--- src/rtl/burst_addr_gen.sv ---
module burst_addr_gen #(
  parameter int ADDR_W = 17
) (
  input  logic              clk,
  input  logic              rst_n,
  input  logic              strobe_proc,
  input  logic              strobe_cache,
  input  logic              adv,
  input  logic              order_sel,
  input  logic [ADDR_W-1:0] addr_in,
  output logic [ADDR_W-1:0] addr_out,
  output logic              burst_active
);
  localparam int BEAT_W = 2;

  logic [ADDR_W-1:0] base_q;
  logic [BEAT_W-1:0] beat_q;
  logic              order_q;
  logic              open_q;
  logic              start;
  logic [BEAT_W-1:0] low_lin, low_ilv;

  assign start = strobe_proc | strobe_cache;

  always_ff @(posedge clk) begin
    if (!rst_n) begin
      base_q  <= '0;
      beat_q  <= '0;
      order_q <= 1'b1;
      open_q  <= 1'b0;
    end else begin
      order_q <= order_sel;
      if (start) begin
        base_q <= addr_in;
        beat_q <= '0;
        open_q <= 1'b1;
      end else if (adv && open_q) begin
        beat_q <= beat_q + 1'b1;
      end
    end
  end

  assign low_lin      = base_q[BEAT_W-1:0] + beat_q;
  assign low_ilv      = base_q[BEAT_W-1:0] ^ beat_q;
  assign addr_out     = {base_q[ADDR_W-1:BEAT_W], order_q ? low_ilv : low_lin};
  assign burst_active = open_q;
endmodule


--- config.mk ---
export PLATFORM = sky130hd
export DESIGN_NAME = burst_addr_gen
export DESIGN_NICKNAME = d
export VERILOG_FILES = /design/src/rtl/burst_addr_gen.sv
export SDC_FILE = /design/constraint.sdc
export NUM_CORES = 1
export LEC_CHECK = 0
export ABC_AREA = 1
export BUFFER_PORTS_ARGS = -buffer_cell sky130_fd_sc_hd__buf_2
export CORE_UTILIZATION = 45
export CTS_CLUSTER_SIZE = 14
export DETAILED_ROUTE_END_ITERATION = 8
export GPL_TIMING_DRIVEN = 1
export PLACE_DENSITY = 0.76
export SLEW_MARGIN = 20
export SYNTH_ARGS = -nofsm -noshare
export SYNTH_HDL_FRONTEND = slang
export SYNTH_SLANG_ARGS = --single-unit
--- constraint.sdc ---
create_clock -name clk -period 1.3 [get_ports clk]
set_clock_uncertainty 0.2 [all_clocks]
set_input_delay 0.195 -clock clk [delete_from_list [all_inputs] [get_ports clk]]
set_output_delay 0.195 -clock clk [all_outputs]
set_load 0.02 [all_outputs]
==> out/summary.txt <==
Hold Vio Cnt, Final -> 0
Syn Inst Count -> 119
Status -> complete, but fails checks
Congestion Overflow GR -> 0
Fin. max-slew vios -> 0
Worst setup EP type -> primary output
# DRC -> 0
Maximum clock rate -> 0.619 GHz
CTS tree -> built
Crit path kind -> flip-flop to primary output
Global-route wire length before repair -> 2950 um
CP max FO -> 2
Worst-path clk slew -> 0.12 ns
Worst reg-to-reg path cell count -> 3
WP data required -> 0.90 ns
Antenna violations before repair -> 0
CTS Sinks -> 21
Peak per-stage delay on the critical path -> 0.34 ns
Syn_area_per_cell -> 7.99 sq um
Met1 wire length -> 857 um
Setup WS post-layout -> -0.316 ns
Yosys Warn Count -> 0
Worst r2r src -> beat_q[0]$_SDFFE_PP0P_
Cell Rows -> 16
Final non-filler cell area -> 1330 sq um
IO Port Bufs -> 40
Core area -> 1980 sq um
Clk root buf -> clkbuf_4
Tot GR Track Use -> 0.189
Placed cell area -> 1070 sq um
PwrDens -> 984 nW/um^2
CP max stage cell -> dfxtp_2
Most frequent cells in the layout -> 37 x buf_2, 26 x nor2_1, 20 x dlygate4sd3_1, 18 x dfxtp_1, 11 x nor2_2
Post-synthesis sequential area ratio -> 0.442
Worst Min Path Start -> strobe_proc
Layout cells sized above 1 -> 0.407
Ant. Diodes -> 0
CTS Buf Count -> 3
Wire per inst -> 10.8 um
Final nets -> 192
Routed WL -> 2090 um
DR pass1 iterations -> 2
Clock latency on the worst-skew pair -> 0.30 ns
CP Cell Sequence -> ha_1, inv_1, nor2_2, inv_1, nand2_1, nand2_1, inv_2, buf_6
Final period util -> 1.24
Failing checks -> setup timing
Hold path depth -> 5
Via/cell ratio -> 4.52
HP Class -> primary input to flip-flop
Internal reg-to-reg setup slack -> 0.28 ns
Top Layer Used -> met4
Unrepaired setup endpoints after global routing -> yes
Netlist cell types -> 19
DR WL met3 -> 85 um
Met2 wire length -> 1130 um
Number of post-CTS setup repair buffers -> 0
Crit path arrival time -> 1.22 ns
Number of buffers on the longest clock path -> 2
DRT antenna net count -> 0
Max cap viols -> 0
Max IR drop VDD -> 0.000573 V
Hold Path End -> beat_q[0]$_SDFFE_PP0P_
Final setup vio count -> 2
P_leak -> 0.641 nW
Most common cell after layout, fill and taps aside -> buf_2
Worst slew pin tran -> 0.244 ns
Gpl congestion -> 0.628
Tmin final -> 1.62 ns
Startpoint Class -> flip-flop
Fin util -> 0.669
Max-slew headroom -> 0.837
# IOs -> 41
Worst slack at placement -> -0.0565 ns
Iter 0 DRT Violations -> 4
R2r endpoint -> beat_q[0]$_SDFFE_PP0P_
Syn Nets -> 143
DR vias -> 876
Initial Utilization -> 0.480
Die H -> 48.0 um
Vias in the first global route -> 775
Synthesis-to-layout area growth -> 39.5%
Die area -> 2300 sq um
Largest net degree at the start of global routing -> 19
Post-DP HPWL -> 1340 um
Cell area after synthesis -> 951 sq um
Post-Route Setup TNS -> -0.484 ns
Synth Register Bits -> 21
Die Wd -> 48.0 um
# H-tree levels -> 1
critical path: cells and delay by family, from the launching register on:
kind / cells / cell delay [ns]
fa+ha+maj: 1 / 0.18
flops: 1 / 0.34
buf+inv: 4 / 0.26
simple gates: 3 / 0.14
synth_stat cells (all sizes together):
| master | n | share of area |
|---|---|---|
| nor2 | 38 | 0.18 |
| dfxtp | 21 | 0.44 |
| buf | 19 | 0.15 |
| o21ai | 17 | 0.089 |
| nand2 | 9 | 0.038 |
| inv | 7 | 0.030 |
| a21oi | 2 | 0.018 |
| nand3 | 2 | 0.011 |
| ha | 1 | 0.013 |
| nand3b | 1 | 0.0079 |
| nand4 | 1 | 0.0066 |
| or2 | 1 | 0.0066 |
flip-flops by register name, indices dropped and copies added (netlist names):
| name | cells |
|---|---|
| beat_q | 2 |
| base_q | 17 |
| burst_active | 1 |
| order_q | 1 |
how the worst max path moves through the flow:
stage | slack, ns | from | cells after the start | endpoint
2_1_floorplan | 0.005 | beat_q[0]$_SDFFE_PP0P_ | 7 | addr_out[1]
3_3_place_gp | -0.008 | base_q[0]$_SDFFE_PN0P_ | 8 | addr_out[1]
3_5_place_dp | -0.06 | base_q[0]$_SDFFE_PN0P_ | 8 | addr_out[1]
4_1_cts | -0.34 | base_q[0]$_SDFFE_PN0P_ | 8 | addr_out[1]
5_1_grt | -0.40 | base_q[0]$_SDFFE_PN0P_ | 8 | addr_out[1]
6_report | -0.32 | base_q[0]$_SDFFE_PN0P_ | 8 | addr_out[1]
metrics by stage:
| step | power (mW) | hold WS, ns | instances |
|---|---|---|---|
| final | 1.30 | 0.131 | 194 |
| after global routing | 1.38 | 0.137 | 194 |
| after CTS | 1.33 | 0.122 | 194 |
| after detailed placement | 0.957 | 0.186 | 170 |
| after global placement | 0.947 | 0.182 | 170 |
| after floorplan | 0.910 | 0.102 | 119 |
routing by layer:
| metal | vias up | GRT usage |
|---|---|---|
| li1 | 455 | - |
| met1 | 391 | 0.190 |
| met2 | 28 | 0.376 |
| met3 | 2 | 0.0340 |
| met4 | 0 | 0.0722 |
| met5 | - | 0 |
repair_timing:
action / CTS / global route
hold endpoints to repair: 21 / 0
hold buffers: 20 / 0
gates resized for setup: 8 / 3
pin swaps: 0 / 0
setup endpoints to repair: 3 / 9
where the power goes:
| group | leakage, nW | total (mW) | switching, mW | internal [mW] |
|---|---|---|---|---|
| Sequential | 0.176 | 0.712 | 0.0261 | 0.686 |
| Combinational | 0.448 | 0.286 | 0.148 | 0.137 |
| Clock | 0.0177 | 0.307 | 0.193 | 0.114 |
| Total | 0.641 | 1.30 | 0.367 | 0.938 |
kinds of logic (layout without fill, tap and decap cells):
kind of cell,Yosys count,in the layout,synth area share
adders and majority gates,1,1,0.0132
and+or+nand+nor,52,52,0.254
AOI/OAI and AO/OA,19,19,0.108
buffers and inverters,26,74,0.183
DFF,21,21,0.442
cell type report:
class                   count  area (sq um)
fillers                   167           656
repair buffers             63           450
flip-flops and latches     21           427
multi-input cells          72           359
well taps                  27          33.8
inverters                   7          28.8
clock buffers               3          22.5
clock inverters             1          5.00
Note: power is estimated with default switching activity, not from simulation.
